File: src/rtl/ssc_seq.sv
module ssc_seq #(
  parameter int DEAD_W = 4
) (
  input  logic              clk,
  input  logic              rst_n,
  input  logic              en,
  input  logic              lim_hi,
  input  logic              lim_lo,
  input  logic [DEAD_W-1:0] dead_len,
  output logic [1:0]        sw_bb,
  output logic [3:0]        sw_br,
  output logic [4:0]        sw_sup,
  output logic [4:0]        state_idx,
  output logic              fault
);
  localparam logic [4:0] HALF  = 5'd11;
  localparam logic [4:0] FIRST = 5'd1;
  localparam logic [4:0] LAST  = 5'd22;

  logic [2:0]        hi_sh, lo_sh;
  logic              hi_lvl, lo_lvl, hi_ev, lo_ev;
  logic [4:0]        st, nxt;
  logic [10:0]       drv;
  logic              dead;
  logic [DEAD_W-1:0] cnt;

  function automatic logic [10:0] decode(input logic [4:0] s);
    logic       second;
    logic [4:0] p;
    logic [3:0] br;
    logic [4:0] sup;
    second = (s > HALF);
    p      = second ? s - HALF : s;
    sup    = '0;
    if (p <= 5'd5) begin
      br  = 4'b1001;
      sup = 5'd1 << (p - 5'd1);
    end else if (p == 5'd6) begin
      br  = second ? 4'b0011 : 4'b1100;
    end else begin
      br  = 4'b0110;
      sup = 5'd1 << (5'd11 - p);
    end
    return {sup, br, second ? 2'b10 : 2'b01};
  endfunction

  always_ff @(posedge clk or negedge rst_n)
    if (!rst_n) begin
      hi_sh <= '0;
      lo_sh <= '0;
    end else begin
      hi_sh <= {hi_sh[1:0], lim_hi};
      lo_sh <= {lo_sh[1:0], lim_lo};
    end

  assign hi_lvl = hi_sh[1];
  assign lo_lvl = lo_sh[1];
  assign hi_ev  = hi_sh[1] & ~hi_sh[2];
  assign lo_ev  = lo_sh[1] & ~lo_sh[2];

  assign nxt = (hi_ev && !lo_lvl && st != LAST)  ? st + 5'd1 :
               (lo_ev && !hi_lvl && st != FIRST) ? st - 5'd1 : st;

  always_ff @(posedge clk or negedge rst_n)
    if (!rst_n) begin
      st    <= FIRST;
      drv   <= '0;
      dead  <= 1'b1;
      cnt   <= '0;
      fault <= 1'b0;
    end else if (!en) begin
      st    <= FIRST;
      drv   <= '0;
      dead  <= 1'b1;
      cnt   <= '0;
      fault <= 1'b0;
    end else begin
      fault <= hi_lvl & lo_lvl;
      if (dead) begin
        if (cnt == '0) begin
          dead <= 1'b0;
          drv  <= decode(st);
        end else begin
          cnt <= cnt - 1'b1;
        end
      end else if (nxt != st) begin
        st   <= nxt;
        drv  <= drv & decode(nxt);
        dead <= 1'b1;
        cnt  <= dead_len;
      end
    end

  assign {sw_sup, sw_br, sw_bb} = drv;
  assign state_idx = st;

  AST_LEG_A_EXCL: assert property (@(posedge clk) disable iff (!rst_n) !(sw_br[0] && sw_br[2]));
  AST_LEG_B_EXCL: assert property (@(posedge clk) disable iff (!rst_n) !(sw_br[1] && sw_br[3]));
  AST_ONE_SUP: assert property (@(posedge clk) disable iff (!rst_n) $onehot0(sw_sup));
  AST_ONE_BB: assert property (@(posedge clk) disable iff (!rst_n) $onehot0(sw_bb));
  AST_STATE_RANGE: assert property (@(posedge clk) disable iff (!rst_n) (st >= FIRST && st <= LAST));
  AST_UNIT_STEP: assert property (@(posedge clk) disable iff (!rst_n)
    (en && $past(en) && st != $past(st)) |-> (st == $past(st) + 5'd1 || st == $past(st) - 5'd1));
  AST_MAKE_AFTER_BREAK: assert property (@(posedge clk) disable iff (!rst_n)
    ((drv & ~$past(drv)) != '0) |-> $stable(st));
  AST_OFF_WHEN_DIS: assert property (@(posedge clk) disable iff (!rst_n)
    !en |=> (drv == '0 && st == FIRST));
endmodule

File: config.mk
export PLATFORM = sky130hd
export DESIGN_NAME = ssc_seq
export DESIGN_NICKNAME = d
export VERILOG_FILES = /design/src/rtl/ssc_seq.sv
export SDC_FILE = /design/constraint.sdc
export NUM_CORES = 1
export LEC_CHECK = 0
export BUFFER_PORTS_ARGS = -buffer_cell sky130_fd_sc_hd__buf_2
export CAP_MARGIN = 20
export CORE_MARGIN = 10
export CORE_UTILIZATION = 65
export DETAILED_ROUTE_END_ITERATION = 8
export HOLD_SLACK_MARGIN = 0.05
export PLACE_DENSITY_LB_ADDON = 0.05
export SETUP_SLACK_MARGIN = 0.3
export SYNTH_ARGS = -nofsm -noshare
export SYNTH_HDL_FRONTEND = slang
export SYNTH_SLANG_ARGS = --single-unit
File: constraint.sdc
create_clock -name clk -period 7.41 [get_ports clk]
set_clock_uncertainty 0.15 [all_clocks]
set_input_delay 0.3705 -clock clk [delete_from_list [all_inputs] [get_ports clk]]
set_output_delay 0.3705 -clock clk [all_outputs]
set_load 0.01 [all_outputs]
==> metrics, run 1 <==
global-route wire length before repair 13000 µm; most used cell, CP ha_1; largest family of logic cells by synthesized area compound AO/OA/AOI/OAI gates; remaining routing DRC violations 0; met2 routed WL 3590 µm; Worst-Skew Late Latency 0.28 ns; P per Cell Area 196 nW/µm²; H-tree depth 1; area share of fa/ha/maj cells after synthesis 0.0715; CTS Buf Count 3; drt first pass iters 5; Slew @ Worst Pin between 0.8 and 0.9 ns; DRT iter0 DRCs 303; TritonCTS clock tree done; CP Max Fanout 14; Crit. End Element flop; Synth async-reset ratio 1.00; largest net degree at the start of global routing 29; Routed WL per cell approximately 19 µm; Final setup viols 0; WP data arrival 4.77 ns; mux cell area share after synthesis 0.00715; Initial Utilization 0.685; via count approximately 2900; clk root buf clkbuf_8; reg2reg start state_idx[1]; row count 23; met1 WL 3260 µm; Clock Path Buffers 2; core area between 4000 and 5000 µm²; die area around 7300 µm²; Min-Delay Endpoint hi_sh[1]; minimum clock period after layout between 4 and 5 ns; Top Layer Used met4; CTS sink cnt 28; Syn Nets between 300 and 400; Final #Nets 375; HP Start hi_sh[0]; Port Buf Inserts 25; compound-gate portion of the synthesized area 0.310; endpoints failing hold 0; Layout area overhead 6.75%; xor/xnor cell area share of the yosys netlist 0.0469; FF+latch count, synth 28; placed instance area 2900 µm²; GR Util All Layers 0.208; number of flops mapped to enable cells by yosys 0; post-DP HPWL about 5700 µm; Most used DFF post-synth dfrtp_1; Slew HR 0.416; Worst Path Required 7.45 ns; Die Wd between 80 and 90 µm; most frequent cells in the layout nand2_1 (26), dfrtp_1 (26), buf_2 (25); Via density 7.19; post-cts sizing count 0; Leak Pwr approximately 1.3 nW; fill count roughly 320; remaining global-route overflow 0; Mapped Cells between 300 and 400; Final ANT Viol Nets 0; FF-to-FF path depth 14; Setup Fix Bufs, Post-CTS 0; DIE HEIGHT 85.6 µm; RSZ-0062 raised after global routing false; Largest stage delay, worst path 0.56 ns; share of layout cells above drive strength 1 0.143; Simple-Gate Fraction of Synth Area 0.250; worst-path cell chain inv_1 -> ha_1 -> or4b_4 -> a32o_2 -> xnor2_4 -> nor3_1 -> o21ai_0 -> xnor2_1 -> ha_1 -> a2111oi_0 -> nor3b_2 -> nor4_1 -> a221oi_1 -> a211oi_1; slowest cell on the critical path dfrtp_1; Syn Area/Cell 8.38 µm²; initial antenna violation count 0; type of the most critical hold path reg -> reg; number of antenna diodes 0; path type of the worst setup path reg -> reg; vias in the first global route 2687; FF-to-FF End drv[8]; Netlist Area Pre-Place roughly 2800 µm²; final worst path period share 0.639; I/O Pins 26; cell area after layout around 3000 µm²; maxcap violations 0; r2r setup slk 2.68 ns; setup tns final 0 ns; Hold Crit Depth 0; Peak supply drop around 0.0002 V; sequential area share after synthesis 0.251; met3 routed WL 693 µm; max-slew violations 0; Routability Congestion between 0.9 and 1; Routed WL between 7000 and 8000 µm; maximum clock rate 0.211 GHz; yosys warns 0; CP Launch Type flop; clock slew at reported path FFs 0.10 ns; Yosys cell types 79; status finished, final reports clean
logic make-up after synthesis:
| logic type | after synthesis |
|---|---|
| AND/OR/NAND/NOR | 121 |
| AO/OA/AOI/OAI | 114 |
| flip-flops | 28 |
| buffers and inverters | 41 |
| adder cells (fa/ha/maj) | 16 |
| multiplexers | 2 |
| XOR/XNOR | 12 |
through the flow:
step           total power [mW]  utilization  std cells  setup slack (ns)  hold WS (ns)
2_1_floorplan             0.414            -        334              3.16       -0.0751
3_3_place_gp              0.481        0.710        392              2.87         0.183
3_5_place_dp              0.485        0.710        392              2.77         0.188
4_1_cts                   0.584        0.731        399              2.77         0.207
5_1_grt                   0.632        0.731        399              2.29         0.227
6_report                  0.584        0.731        399              2.68         0.209
registers in the layout (all words and copies together), names as in the netlist:
name and flops:
state_idx 5, drv 11, lo_sh 3, fault 1
dead 1, cnt 4, hi_sh 3
final cells by class:
class                           count  area (µm²)  share of cell area
Timing Repair Buffer               29         163              0.0544
Sequential cell                    28         703               0.235
Inverter                           23        86.3              0.0289
Multi-Input combinational cell    265        1920               0.642
Clock buffer                        4        55.1              0.0184
Tap cell                           50        62.6              0.0209
worst max-delay path by stage:
stage / endpoint / slack [ns] / cells past startpoint / start
after floorplan: drv[6] / 3.16 / 15 / state_idx[1]
after global placement: drv[8] / 2.87 / 12 / state_idx[2]
after detailed placement: drv[8] / 2.77 / 13 / state_idx[1]
after CTS: drv[8] / 2.77 / 13 / state_idx[1]
after global routing: drv[8] / 2.29 / 12 / state_idx[2]
final: drv[8] / 2.68 / 14 / state_idx[1]
power breakdown:
| part | leakage (nW) | switching (mW) | internal (mW) |
|---|---|---|---|
| Sequential | 0.357 | 0.0440 | 0.186 |
| Clock | 0.0288 | 0.0476 | 0.0476 |
| Combinational | 0.914 | 0.149 | 0.111 |
cell usage after synthesis (3+ instances only):
| cell type | number | area share |
|---|---|---|
| dfrtp_1 | 26 | 0.23 |
| nand2_1 | 26 | 0.035 |
| inv_1 | 23 | 0.031 |
| nor2_1 | 20 | 0.027 |
| ha_1 | 16 | 0.072 |
| o21ai_0 | 12 | 0.021 |
| a21oi_1 | 11 | 0.020 |
| clkbuf_1 | 11 | 0.015 |
| nand3_1 | 10 | 0.018 |
| nand4_1 | 10 | 0.022 |
| a211oi_1 | 8 | 0.021 |
| nor3_1 | 8 | 0.014 |
| o211ai_1 | 8 | 0.021 |
| xnor2_1 | 8 | 0.025 |
| a22o_1 | 7 | 0.022 |
| a31oi_1 | 6 | 0.013 |
| nor2b_1 | 6 | 0.013 |
| o21ai_1 | 5 | 0.0089 |
| a32oi_1 | 4 | 0.013 |
| and4_1 | 4 | 0.013 |
| nand2b_1 | 4 | 0.0089 |
| o2111ai_1 | 4 | 0.013 |
| o22ai_1 | 4 | 0.0089 |
| o31ai_1 | 4 | 0.011 |
| o32ai_1 | 4 | 0.013 |
| a2111oi_0 | 3 | 0.0094 |
| a21o_1 | 3 | 0.0080 |
| a221oi_1 | 3 | 0.0094 |
| and2_1 | 3 | 0.0067 |
| and3_1 | 3 | 0.0067 |
| buf_1 | 3 | 0.0040 |
| buf_6 | 3 | 0.012 |
| nor4_1 | 3 | 0.0067 |
| o311ai_0 | 3 | 0.0094 |
| or3_1 | 3 | 0.0067 |
metal layers:
metal	GRT usage	vias up
met5	0	-
met4	0.0584	0
met3	0.0293	17
met2	0.345	173
met1	0.274	1360
li1	-	1318
what timing repair did:
action / 4_1_cts / 5_1_grt
endpoints found under the setup margin: 0 / 0
hold buffers: 3 / 0
hold endpoints to repair: 28 / 0
critical path, delay by kind of cell (launching register included):
family                     cells  cell delay, ns
AOI/OAI and AO/OA              5            1.27
xor gates and xnor gates       2            0.46
adders and majority gates      2            0.51
buffers and inverters          1            0.26
DFF                            1            0.56
and+or+nand+nor                4            1.42
(Power assumes the default switching activity.)
==> run 2: changes to the inputs <==
--- a/config.mk
+++ b/config.mk
@@ -5,10 +5,11 @@
 export SDC_FILE = /design/constraint.sdc
 export NUM_CORES = 1
 export LEC_CHECK = 0
+export ABC_AREA = 1
 export BUFFER_PORTS_ARGS = -buffer_cell sky130_fd_sc_hd__buf_2
 export CAP_MARGIN = 20
 export CORE_MARGIN = 10
-export CORE_UTILIZATION = 65
+export CORE_UTILIZATION = 54
 export DETAILED_ROUTE_END_ITERATION = 8
 export HOLD_SLACK_MARGIN = 0.05
 export PLACE_DENSITY_LB_ADDON = 0.05
==> constraint.sdc (replaced) <==
create_clock -name clk -period 4.1 [get_ports clk]
set_clock_uncertainty 0.15 [all_clocks]
set_input_delay 0.205 -clock clk [delete_from_list [all_inputs] [get_ports clk]]
set_output_delay 0.205 -clock clk [all_outputs]
set_load 0.01 [all_outputs]
==> metrics, run 2 <==
Routed WL 6370 µm (-17%); reg2reg start state_idx[0]; Netlist Area Pre-Place 2670 µm² (-4.7%); maxcap violations 0 (unchanged); Slew @ Worst Pin 0.624 ns (-0.253 ns); share of layout cells above drive strength 1 0.204 (+0.0606); yosys warns 0 (unchanged); RSZ-0062 raised after global routing false; Hold Crit Depth 3 (+3); Final #Nets 438 (+17%); Die Wd 90.3 µm (+5.4%); FF-to-FF path depth 21 (+7); CTS Buf Count 3 (unchanged); Most used DFF post-synth dfrtp_1; final worst path period share 0.839 (+0.201); commonest non-fill, non-tap cell in the layout nand2_1; drt first pass iters 4 (-1); Crit. End Element flop; Mapped Cells 386 (+16%); Yosys cell types 39 (-51%); die area 8150 µm² (+11%); vias in the first global route 2407 (-10%); post-DP HPWL 4920 µm (-13%); Worst Path Required 4.16 ns (-3.29 ns); register area 703 µm² (unchanged); remaining routing DRC violations 0 (unchanged); clk root buf clkbuf_8; top-area cell type share of the netlist area 0.244 (+0.0116); H-tree depth 1 (unchanged); Syn Nets 411 (+14%); type of the most critical hold path in -> reg; r2r setup slk 0.66 ns (-2.02 ns); DIE HEIGHT 90.3 µm (+5.4%); Multi-input gate area 1740 µm² (-9.1%); DRT iter0 DRCs 176 (-42%); Setup Fix Bufs, Post-CTS 0 (unchanged); via count 2553 (-11%); CP Launch Type flop; endpoints failing hold 0 (unchanged); I/O Pins 26 (unchanged); Peak supply drop 0.000476 V (+140%); top-count cell post-synth nand2_1; minimum clock period after layout 3.44 ns (-1.29 ns); Setup WS pre-CTS 0.586 ns (-2.19 ns); clock slew at reported path FFs 0.09 ns (about the same); path type of the worst setup path reg -> reg; Layout area overhead 10.0%; setup tns final 0 ns (unchanged); most frequent cells in the layout nand2_1 (109), nand3_1 (41), inv_1 (32); max reg flops 11 (unchanged); GR Util All Layers 0.159 (-0.0491); FF-to-FF End drv[8]; number of antenna diodes 0 (unchanged); Final setup viols 0 (unchanged); initial antenna violation count 0 (unchanged); Initial Utilization 0.561 (-0.124); Leak Pwr 1.51 nW (+16%); Final ANT Viol Nets 0 (unchanged); FF+latch count, synth 28 (unchanged); WP data arrival 3.51 ns (-1.26 ns); HP Start dead_len[1]; largest net degree at the start of global routing 29 (unchanged); Synth area leaders dfrtp_1 (24%), nand2_1 (15%), nand3_1 (7.7%); Power Total 2.13 mW (+260%); Syn Area/Cell 6.91 µm² (-18%); row count 25 (+8.7%); P per Cell Area 727 nW/µm² (+270%); Slew HR 0.584 (+0.169); Synth async-reset ratio 1.00 (unchanged); PnR worst setup slack 0.659 ns (-2.02 ns); Min-Delay Endpoint cnt[1]; maximum clock rate 0.291 GHz (+38%); number of flops mapped to enable cells by yosys 0 (unchanged); status finished, final reports clean; max-slew violations 0 (unchanged); CTS sink cnt 28 (unchanged); sequential area share after synthesis 0.264 (+0.0125); Yosys top cell by area dfrtp_1; global-route wire length before repair 11300 µm (-14%); remaining global-route overflow 0 (unchanged); core area 4750 µm² (+16%); Routed WL per cell 13.3 µm (-31%); fill count 477 (+50%); Clock Path Buffers 2 (unchanged); Via density 5.33 (-26%); Port Buf Inserts 25 (unchanged); CP Max Fanout 11 (-3); Post-synth top cells nand2_1 (110), nand3_1 (41), inv_1 (32); Worst-Skew Late Latency 0.27 ns (about the same); TritonCTS clock tree done; largest reg by FF count drv; Routability Congestion 0.958 (+0.35%)
==> run 2: changes by cell type in the layout (fill, tap and decap cells not counted), sizes merged, moves of 8 or more <==
| cell | previous run | this run |
|---|---|---|
| o21ai | 17 | 27 |
| nor2 | 21 | 30 |
| nand2 | 27 | 133 |
| a211oi | 8 | 0 |
| inv | 23 | 43 |
| nand3 | 10 | 47 |
==> run 2: worst max path at each step <==
stage	start	endpoint	slack, ns	cells past startpoint
finish	state_idx[0]	drv[8]	0.66	21
global route	state_idx[0]	drv[7]	0.35	21
CTS	state_idx[0]	drv[8]	0.56	21
detailed placement	state_idx[0]	drv[8]	0.59	21
global placement	state_idx[0]	drv[6]	0.69	21
floorplan	state_idx[0]	drv[6]	1.10	23
==> run 2: kinds of logic (layout without fill, tap and decap cells) <==
group                    after synthesis  after routing  share of synthesized area
AO/OA/AOI/OAI                         48             48                      0.107
XOR/XNOR                              11             11                     0.0432
adder cells (fa/ha/maj)               16             16                     0.0751
buffers and inverters                 53             79                     0.0849
flip-flops                            28             28                      0.264
AND/OR/NAND/NOR                      230            230                      0.426
==> run 2: report_power, final <==
group,total [mW],internal (mW),switching [mW]
Combinational,1.50,0.521,0.980
Sequential,0.460,0.359,0.101
Clock,0.169,0.0858,0.0834
Total,2.13,0.966,1.16
==> run 2: layer usage <==
metal  vias to the layer above  track usage  wire length (µm)
li1                       1307            -                 -
met1                      1176        0.217              3120
met2                        62        0.256              2890
met3                         8       0.0274               280
met4                         0       0.0345                80
met5                         -            0                 0
==> run 2: layout make-up <==
class                           count  share of cell area
Sequential cell                    28               0.240
Tap cell                           67              0.0286
Multi-Input combinational cell    305               0.595
Clock buffer                        4              0.0188
Inverter                           45              0.0593
Timing Repair Buffer               30              0.0589
==> run 2: stage by stage <==
| step | hold slack [ns] | utilization | cells | instance area [µm²] |
|---|---|---|---|---|
| final | 0.0498 | 0.617 | 479 | 2930 |
| after global routing | 0.0668 | 0.617 | 479 | 2930 |
| after CTS | 0.0501 | 0.615 | 479 | 2930 |
| after detailed placement | 0.118 | 0.595 | 471 | 2830 |
| after global placement | 0.119 | 0.595 | 471 | 2830 |
| after floorplan | -0.241 | - | 386 | 2670 |
==> run 2: critical path, stage by stage (launching register included) <==
cell and delay (ns):
dfstp_2 0.64, inv_2 0.13, ha_1 0.21, nand4_1 0.13, nand2_4 0.13, or2_1 0.24
nand2_2 0.10, nand3_4 0.09, nand2_4 0.11, nand2_1 0.09, nand2_2 0.13, inv_1 0.14
ha_1 0.23, xnor2_1 0.21, nand2_1 0.12, nor3_1 0.17, nand3_1 0.09, nand2_1 0.08
nand2_1 0.05, nand2_1 0.05, nand2_1 0.05, nand2_1 0.05
==> run 2: timing repair <==
action	CTS	global route
endpoints found under the setup margin	0	5
hold buffers	4	0
resized for setup	0	2
endpoints found under the hold margin	29	0
